## src/rtl/hwmx_pkg.sv

```systemverilog
package hwmx_pkg;
  localparam int unsigned HWMX_MAX_PORTS = 8;

  function automatic int unsigned idx_width(input int unsigned entries);
    return (entries > 1) ? $clog2(entries) : 1;
  endfunction
endpackage

```

## src/rtl/hwmx_rst_sync.sv

```systemverilog
module hwmx_rst_sync (
  input  logic clk,
  input  logic rst_n,
  output logic rst_sync_n
);
  logic [1:0] sync_q;

  always_ff @(posedge clk or negedge rst_n) begin
    if (!rst_n) sync_q <= 2'b00;
    else        sync_q <= {sync_q[0], 1'b1};
  end

  assign rst_sync_n = sync_q[1];
endmodule

```

## src/rtl/hwmx_decode.sv

```systemverilog
module hwmx_decode #(
  parameter int unsigned NP   = 4,
  parameter int unsigned NL   = 6,
  parameter int unsigned ID_W = 4,
  parameter int unsigned IW   = 3,
  localparam int unsigned DW  = ID_W + 1
) (
  input  logic [NP-1:0]      acc_en,
  input  logic [NP-1:0]      acc_we,
  input  logic [NP*IW-1:0]   acc_idx,
  input  logic [NP*DW-1:0]   acc_wdata,
  output logic [NL*NP-1:0]   claim_mat,
  output logic [NL*NP-1:0]   rel_mat,
  output logic [NP*ID_W-1:0] port_ids
);
  always_comb begin
    claim_mat = '0;
    rel_mat   = '0;
    port_ids  = '0;
    for (int p = 0; p < NP; p++) begin
      port_ids[p*ID_W +: ID_W] = acc_wdata[p*DW +: ID_W];
      for (int e = 0; e < NL; e++) begin
        if (acc_en[p] && acc_we[p] && (acc_idx[p*IW +: IW] == IW'(e))) begin
          claim_mat[e*NP + p] =  acc_wdata[p*DW + ID_W];
          rel_mat[e*NP + p]   = !acc_wdata[p*DW + ID_W];
        end
      end
    end
  end
endmodule

```

## src/rtl/hwmx_entry.sv

```systemverilog
module hwmx_entry #(
  parameter int unsigned NP   = 4,
  parameter int unsigned ID_W = 4
) (
  input  logic              clk,
  input  logic              rst_n,
  input  logic [NP-1:0]     claim,
  input  logic [NP-1:0]     rel,
  input  logic [NP*ID_W-1:0] ids,
  output logic              lock_q,
  output logic [ID_W-1:0]   own_q
);
  logic            lock_d;
  logic [ID_W-1:0] own_d;
  logic            found;
  logic [ID_W-1:0] win_id;
  logic            rel_ok;
  logic            upd_en;

  // Lowest-numbered claimer wins; release needs the recorded owner id.
  always_comb begin
    found  = 1'b0;
    win_id = '0;
    rel_ok = 1'b0;
    for (int p = 0; p < NP; p++) begin
      if (!found && claim[p]) begin
        found  = 1'b1;
        win_id = ids[p*ID_W +: ID_W];
      end
      if (rel[p] && (ids[p*ID_W +: ID_W] == own_q)) rel_ok = 1'b1;
    end
  end

  always_comb begin
    lock_d = lock_q;
    own_d  = own_q;
    upd_en = 1'b0;
    if (!lock_q) begin
      if (found) begin
        lock_d = 1'b1;
        own_d  = win_id;
        upd_en = 1'b1;
      end
    end else if (rel_ok) begin
      lock_d = 1'b0;
      own_d  = '0;
      upd_en = 1'b1;
    end
  end

  always_ff @(posedge clk or negedge rst_n) begin
    if (!rst_n) begin
      lock_q <= 1'b0;
      own_q  <= '0;
    end else if (upd_en) begin
      lock_q <= lock_d;
      own_q  <= own_d;
    end
  end
endmodule

```

## src/rtl/hwmx_readback.sv

```systemverilog
module hwmx_readback #(
  parameter int unsigned NL   = 6,
  parameter int unsigned ID_W = 4,
  parameter int unsigned IW   = 3,
  localparam int unsigned DW  = ID_W + 1
) (
  input  logic               clk,
  input  logic               rst_n,
  input  logic               rd_req,
  input  logic [IW-1:0]      rd_idx,
  input  logic [NL-1:0]      lock_vec,
  input  logic [NL*ID_W-1:0] own_vec,
  output logic               rd_valid,
  output logic [DW-1:0]      rd_data
);
  logic [DW-1:0] sel_word;

  always_comb begin
    sel_word = '0;
    for (int e = 0; e < NL; e++) begin
      if (rd_idx == IW'(e)) sel_word = {lock_vec[e], own_vec[e*ID_W +: ID_W]};
    end
  end

  always_ff @(posedge clk or negedge rst_n) begin
    if (!rst_n) rd_valid <= 1'b0;
    else        rd_valid <= rd_req;
  end

  always_ff @(posedge clk or negedge rst_n) begin
    if (!rst_n)      rd_data <= '0;
    else if (rd_req) rd_data <= sel_word;
  end
endmodule

```

## src/rtl/hw_mutex_bank.sv

```systemverilog
module hw_mutex_bank #(
  parameter int unsigned NP   = 4,
  parameter int unsigned NL   = 6,
  parameter int unsigned ID_W = 4,
  localparam int unsigned IW  = hwmx_pkg::idx_width(NL),
  localparam int unsigned DW  = ID_W + 1
) (
  input  logic             clk,
  input  logic             rst_n,
  input  logic [NP-1:0]    acc_en,
  input  logic [NP-1:0]    acc_we,
  input  logic [NP*IW-1:0] acc_idx,
  input  logic [NP*DW-1:0] acc_wdata,
  output logic [NP-1:0]    rd_valid,
  output logic [NP*DW-1:0] rd_data
);
  logic               rst_sync_n;
  logic [NL*NP-1:0]   claim_mat;
  logic [NL*NP-1:0]   rel_mat;
  logic [NP*ID_W-1:0] port_ids;
  logic [NL-1:0]      lock_vec;
  logic [NL*ID_W-1:0] own_vec;

  initial begin
    if (NP < 1 || NP > hwmx_pkg::HWMX_MAX_PORTS) $error("hw_mutex_bank: NP out of range");
  end

  hwmx_rst_sync u_rst (
    .clk        (clk),
    .rst_n      (rst_n),
    .rst_sync_n (rst_sync_n)
  );

  hwmx_decode #(.NP(NP), .NL(NL), .ID_W(ID_W), .IW(IW)) u_dec (
    .acc_en    (acc_en),
    .acc_we    (acc_we),
    .acc_idx   (acc_idx),
    .acc_wdata (acc_wdata),
    .claim_mat (claim_mat),
    .rel_mat   (rel_mat),
    .port_ids  (port_ids)
  );

  for (genvar e = 0; e < NL; e++) begin : g_ent
    hwmx_entry #(.NP(NP), .ID_W(ID_W)) u_ent (
      .clk    (clk),
      .rst_n  (rst_sync_n),
      .claim  (claim_mat[e*NP +: NP]),
      .rel    (rel_mat[e*NP +: NP]),
      .ids    (port_ids),
      .lock_q (lock_vec[e]),
      .own_q  (own_vec[e*ID_W +: ID_W])
    );
  end

  for (genvar p = 0; p < NP; p++) begin : g_port
    hwmx_readback #(.NL(NL), .ID_W(ID_W), .IW(IW)) u_rb (
      .clk      (clk),
      .rst_n    (rst_sync_n),
      .rd_req   (acc_en[p] & ~acc_we[p]),
      .rd_idx   (acc_idx[p*IW +: IW]),
      .lock_vec (lock_vec),
      .own_vec  (own_vec),
      .rd_valid (rd_valid[p]),
      .rd_data  (rd_data[p*DW +: DW])
    );
  end
endmodule

```

## config.mk

```make
export PLATFORM = sky130hd
export DESIGN_NAME = hw_mutex_bank
export DESIGN_NICKNAME = d
export VERILOG_FILES = /design/src/rtl/hwmx_pkg.sv /design/src/rtl/hwmx_rst_sync.sv /design/src/rtl/hwmx_decode.sv /design/src/rtl/hwmx_entry.sv /design/src/rtl/hwmx_readback.sv /design/src/rtl/hw_mutex_bank.sv
export SDC_FILE = /design/constraint.sdc
export NUM_CORES = 1
export LEC_CHECK = 0
export ABC_AREA = 1
export BUFFER_PORTS_ARGS = -buffer_cell sky130_fd_sc_hd__buf_2
export CORE_MARGIN = 3
export CORE_UTILIZATION = 32
export CTS_BUF_LIST = sky130_fd_sc_hd__clkbuf_4
export CTS_CLUSTER_DIAMETER = 80
export DETAILED_ROUTE_END_ITERATION = 7
export PLACE_DENSITY = 0.61
export SKIP_LAST_GASP = 1
export SLEW_MARGIN = 20
export SYNTH_ARGS = -nofsm -noshare
export SYNTH_HDL_FRONTEND = slang
export SYNTH_SLANG_ARGS = --single-unit
```

## constraint.sdc

```tcl
create_clock -name clk -period 3.1 [get_ports clk]
set_clock_uncertainty 0.1 [all_clocks]
set_input_delay 0.31 -clock clk [delete_from_list [all_inputs] [get_ports clk]]
set_output_delay 0.31 -clock clk [all_outputs]
set_load 0.05 [all_outputs]
```

# Word level (Yosys, flattened, before mapping)
# Index checks and enable logic that the tools add are counted.
[totals]
ff_bits = 56
input_bits = 42
wordCells = 379
[classes]
eq_ne = 50
muxes = 192
bitwise = 8
reduce_logical = 108
[op_table]
columns = ["op", "count"]
rows = [
  ["4-bit 2-to-1 mux", 42],
  ["1-bit 2-to-1 mux", 126],
  ["5-bit 2-to-1 mux", 24],
  ["4-bit == test", 24],
  ["1-bit logical AND", 70],
  ["3-bit by 2-bit == test with 1-bit output, second input constant", 8],
  ["3-bit == test, second input constant", 8],
  ["1-bit zero test", 22],
  ["3-bit AND reduction", 6],
  ["3-bit by 1-bit == test with 1-bit output, second input constant", 4],
  ["3-bit zero test", 4],
  ["2-bit != test, second input constant", 6],
  ["2-bit nonzero test", 6],
  ["1-bit AND", 4],
  ["1-bit NOT", 4],
]

# Depth between registers and ports, before layout
[logic_depth]
word_depth = 16
depth_mapped = 13
ltp_nobuf = 12

# Modules after synthesis
# Synthesis repeated with hierarchy kept, for this count alone.
[unflattened]
cells_unflattened = 1091
area_unflattened_um2 = 6515.0
[by_module_without_submodules]
columns = ["mod", "instances", "cells_each", "area_each_um2", "seq_area_each_um2"]
rows = [
  ["hwmx_entry", 6, 102, 625.6, 125.1],
  ["hwmx_readback", 4, 83, 506.7, 150.1],
  ["hwmx_decode", 1, 136, 640.6, 0.0],
  ["hwmx_rst_sync", 1, 3, 53.8, 50.0],
  ["hw_mutex_bank", 1, 8, 40.0, 0.0],
]

# Worst setup path before layout
# OpenSTA, ideal clock, no wires.
[synth_path]
kind = "input to register"
from = "input port acc_wdata[3]"
to = "register g_ent[2].u_ent.own_q[2]"
t_arrival_ns = 1.327
required_time_ns = 2.884
setup_slack_ns = 1.556
stages = 12
path_buffers = 1
cell_sequence = "buf_2 clkinv_1 nand2_1 nand2_1 nor2_1 nand2_1 nor2_1 nor2_1 nand3_1 nand2_1 nand2_1 nand2_1"
[synth_between]
elab_chain_len = 9
elab_cells_between_ends = 10
[synth_rtl]
columns = ["element", "line", "source"]
rows = [
  ["from (decl)", "hw_mutex_bank.sv:13", "input logic [NP*DW-1:0] acc_wdata,"],
  ["4-bit == test (*)", "hwmx_entry.sv:30", "if (rel[p] && (ids[p*ID_W +: ID_W] == own_q)) rel_ok = 1'b1;"],
  ["1-bit logical AND (*)", "hwmx_entry.sv:30", ""],
  ["1-bit 2-to-1 mux (*) (4 in a row)", "hwmx_entry.sv:30", ""],
  ["1-bit 2-to-1 mux", "hwmx_entry.sv:44", "end else if (rel_ok) begin"],
  ["1-bit 2-to-1 mux", "hwmx_entry.sv:38", "if (!lock_q) begin"],
  ["3-bit AND reduction (no source line) (*)", "--", ""],
  ["to (signal assigned)", "hwmx_entry.sv:57", "own_q <= own_d;"],
  ["to (decl)", "hwmx_entry.sv:11", "output logic [ID_W-1:0] own_q"],
]
# Mark *: on every way between the ends. The rest lies on a longest branch, timed or not.
# A chain may end at the register's enable or synchronous reset.

# Worst setup path after layout
[layout_path]
from = "input port acc_we[0]"
to = "register g_ent[3].u_ent.own_q[2]"
[layout_between]
elab_chain_len = 16
elab_cells_between_ends = 31
[layout_rtl]
columns = ["element", "line", "source"]
rows = [
  ["from (decl)", "hw_mutex_bank.sv:11", "input logic [NP-1:0] acc_we,"],
  ["1-bit logical AND (*) (2 in a row)", "hwmx_decode.sv:23", "if (acc_en[p] && acc_we[p] && (acc_idx[p*IW +: IW] == IW'(e))) begin"],
  ["1-bit 2-to-1 mux", "hwmx_decode.sv:23", ""],
  ["1-bit 2-to-1 mux", "hwmx_entry.sv:26", "if (!found && claim[p]) begin"],
  ["1-bit zero test", "hwmx_entry.sv:26", ""],
  ["1-bit logical AND", "hwmx_entry.sv:26", ""],
  ["1-bit 2-to-1 mux", "hwmx_entry.sv:26", ""],
  ["1-bit zero test", "hwmx_entry.sv:26", ""],
  ["1-bit logical AND", "hwmx_entry.sv:26", ""],
  ["1-bit 2-to-1 mux", "hwmx_entry.sv:26", ""],
  ["1-bit zero test", "hwmx_entry.sv:26", ""],
  ["1-bit logical AND", "hwmx_entry.sv:26", ""],
  ["1-bit 2-to-1 mux", "hwmx_entry.sv:26", ""],
  ["1-bit 2-to-1 mux", "hwmx_entry.sv:39", "if (found) begin"],
  ["1-bit 2-to-1 mux", "hwmx_entry.sv:38", ""],
  ["3-bit AND reduction (no source line)", "--", ""],
  ["to (signal assigned)", "hwmx_entry.sv:57", ""],
  ["to (decl)", "hwmx_entry.sv:11", ""],
]
# Mark *: on every way between the ends. The rest lies on a longest branch, timed or not. The select of a mux whose other input is x is not followed.

==> impl_metrics.json <==
{
  "rsz0062_at_grt": "no",
  "yosys_warnings": 0,
  "regToRegStartpoint": "g_ent[3].u_ent.own_q[1]",
  "multiInputGateArea_um2": 3716,
  "grt_max_degree": 34,
  "worst_setup_path_end_kind": "flip-flop",
  "root_buffer": "clkbuf_4",
  "postLayoutCoreUtil": 0.3661,
  "cpMostUsedCell": "nand2_1",
  "cp.arrival_ns": 2.30,
  "core_area_um2": 16880,
  "design.die.area_um2": 19130,
  "cts_buffers": 5,
  "synth_largest_area_cell": "dfrtp_1",
  "drc_errors": 0,
  "place_congestion": 1.135,
  "grt_use_total": 0.2389,
  "grt_pass1_wl_um": 36170,
  "viasPerCell": 5.528,
  "ant_nets": 0,
  "routedWlPerCell_um": 18.67,
  "place_hpwl_um": 17500,
  "synthCells": 989,
  "max_freq_mhz": 487.7,
  "clock_latency_ns": 0.44,
  "dpl_cell_area_um2": 6068,
  "grt_antenna_before_repair": 0,
  "max_slew.worst_pin.slew_ns": 0.7625,
  "cts_tree": "yes",
  "post_cts_buffers": 0,
  "ir_worst_vdd_mv": 0.1493,
  "synth_cell_types": 30,
  "yosysSeqAreaShare": 0.2502,
  "die_h_um": 138.3,
  "netlist_area_um2": 5602,
  "synth.avg_cell_area_um2": 5.664,
  "p_leak_nw": 3.224,
  "grt_pass1_vias": 6369,
  "critPathLaunch": "acc_we[0]",
  "register_area_um2": 1403,
  "setup_viol": 0,
  "grtUsageMet2": 0.3579,
  "antenna_cells": 0,
  "rows": 47,
  "clk_pin_slew_ns": 0.17,
  "synthTopCellsByArea": "dfrtp_1 25%, nand2_1 24%, nor2_1 12%",
  "n_fill_cell": 1914,
  "finalNetCount": 1079,
  "drt-total-wl_um": 23480,
  "finalSetupTns_ns": 0,
  "htree_levels": 2,
  "dr.pass1.iters": 6,
  "min-delay-path-class": "in -> async",
  "slowest_delay_ns": 0.53,
  "final_cell_mix": "353 x nand2_1, 177 x nor2_1, 86 x nand3_1",
  "dr.first_iter.drc_count": 961,
  "cts.sinks": 56,
  "start_kind": "primary input",
  "busiest_layer": "met2",
  "slew_viol_final": 0,
  "drv_cap": 0,
  "die_w_um": 138.3,
  "final_common_cell": "nand2_1",
  "initial_utilization": 0.3319,
  "final_cell_area_um2": 6178,
  "critPathMaxFanout": 8,
  "hold_viol": 0,
  "timing.final.crit_period_ns": 2.050,
  "use_met1": 0.3333,
  "slew_headroom": 0.4917,
  "grt_util_met3": 0.05836,
  "powerDensity_nw_per_um2": 327.6,
  "required_ns": 3.35,
  "crit_path_top_delay_cell": "dlygate4sd3_1",
  "min_period_over_period": 0.6614,
  "outcome": "finished, final reports clean",
  "cts_buffer_depth": 2,
  "vias": 6954,
  "gr-total-overflow": 0,
  "syn_nets": 1031,
  "portBuffers": 65,
  "crit_type": "in -> reg",
  "ys_ff_latch": 56,
  "yosysTopAreaCellShare": 0.2502,
  "syn_to_final_growth_pct": 10.30,
  "drive_gt1_frac": 0.1204,
  "ios": 66,
  "crit_chain": "dlygate4sd3_1 > buf_2 > nand2_1 > inv_2 > nand4_1 > nand2_1 > nor2_2 > nand2_2 > nor2_1 > nor2_1 > nand2_1 > nand2_1"
}
==> power breakdown <==
group / switching [mW] / leakage (nW) / internal, mW
Combinational: 0.587 / 2.45 / 0.195
Clock: 0.271 / 0.0356 / 0.0919
Sequential: 0.0806 / 0.737 / 0.799
Total: 0.938 / 3.22 / 1.09
==> critical path, delay by kind of cell <==
kind	cells	cell delay, ns
simple gates	9	1.21
buf+inv	3	0.79
==> final timing paths <==
path	endpoint	slack, ns	depth (start not counted)
max	g_ent[3].u_ent.own_q[2]	1.05	12
min	u_rst.sync_q[1]	0.05	2
max reg2reg	g_ent[3].u_ent.own_q[2]	1.24	9
min reg2reg	g_ent[1].u_ent.own_q[0]	0.26	0
max in group asynchronous	g_port[1].u_rb.rd_valid	1.88	1
min in group clk	g_port[3].u_rb.rd_valid	0.05	3
==> synth_stat cells, drive strengths merged <==
cell type and number:
a21oi 36, nor2 186, nor3 10, buf 18
o21ai 21, o22ai 45, o211ai 1, o221ai 19
o21bai 1, nand4 15, xnor2 6, conb 1
nand3 95, a22oi 3, xor2 10, clkbuf 13
dfrtp 56, inv 82, nand3b 1, nand2 363
clkinv 7
==> metrics by stage <==
| stage | std cells | hold WS [ns] | power [mW] | worst slack [ns] |
|---|---|---|---|---|
| 6_report | 1258 | 0.04662 | 2.024 | 1.050 |
| 5_1_grt | 1258 | 0.01950 | 2.149 | 0.8866 |
| 4_1_cts | 1257 | 0.003979 | 2.022 | 1.179 |
| 3_5_place_dp | 1245 | -0.002187 | 1.650 | 1.134 |
| 3_3_place_gp | 1245 | -0.003249 | 1.643 | 1.151 |
| 2_1_floorplan | 989 | -0.08559 | 1.380 | 1.326 |
==> per-layer routing <==
metal | vias up | part of all wire
met5 | - | 0
met3 | 72 | 0.13
met2 | 489 | 0.41
met4 | 0 | 0.039
met1 | 3087 | 0.42
li1 | 3306 | -
==> sequential cells by signal, indices dropped and copies added (netlist names) <==
register	flops
g_port.u_rb.rd_valid	4
g_ent.u_ent.own_q	24
u_rst.sync_q	2
g_ent.u_ent.lock_q	6
g_port.u_rb.rd_data	20
==> what timing repair did <==
| item | CTS | global route |
|---|---|---|
| hold buffers | 4 | 1 |
| hold endpoints to repair | 5 | 1 |
| resized for setup | 0 | 0 |
==> area by class of cell <==
cell class | count | area share
Clock buffer | 5 | 0.006075
Clock inverter | 3 | 0.003645
Inverter | 89 | 0.05407
Multi-Input combinational cell | 813 | 0.6015
Sequential cell | 56 | 0.2270
Tap cell | 220 | 0.04455
Timing Repair Buffer | 72 | 0.06318
==> kinds of logic (layout without fill, tap and decap cells) <==
kind of cell	after synthesis	after routing	share of synthesized area
xor gates and xnor gates	16	16	0.02502
other	1	1	0.0006694
and+or+nand+nor	670	670	0.5001
buffers and inverters	120	169	0.08644
AOI/OAI and AO/OA	126	126	0.1376
DFF	56	56	0.2502
No activity file was read; power rests on OpenSTA's default activity.
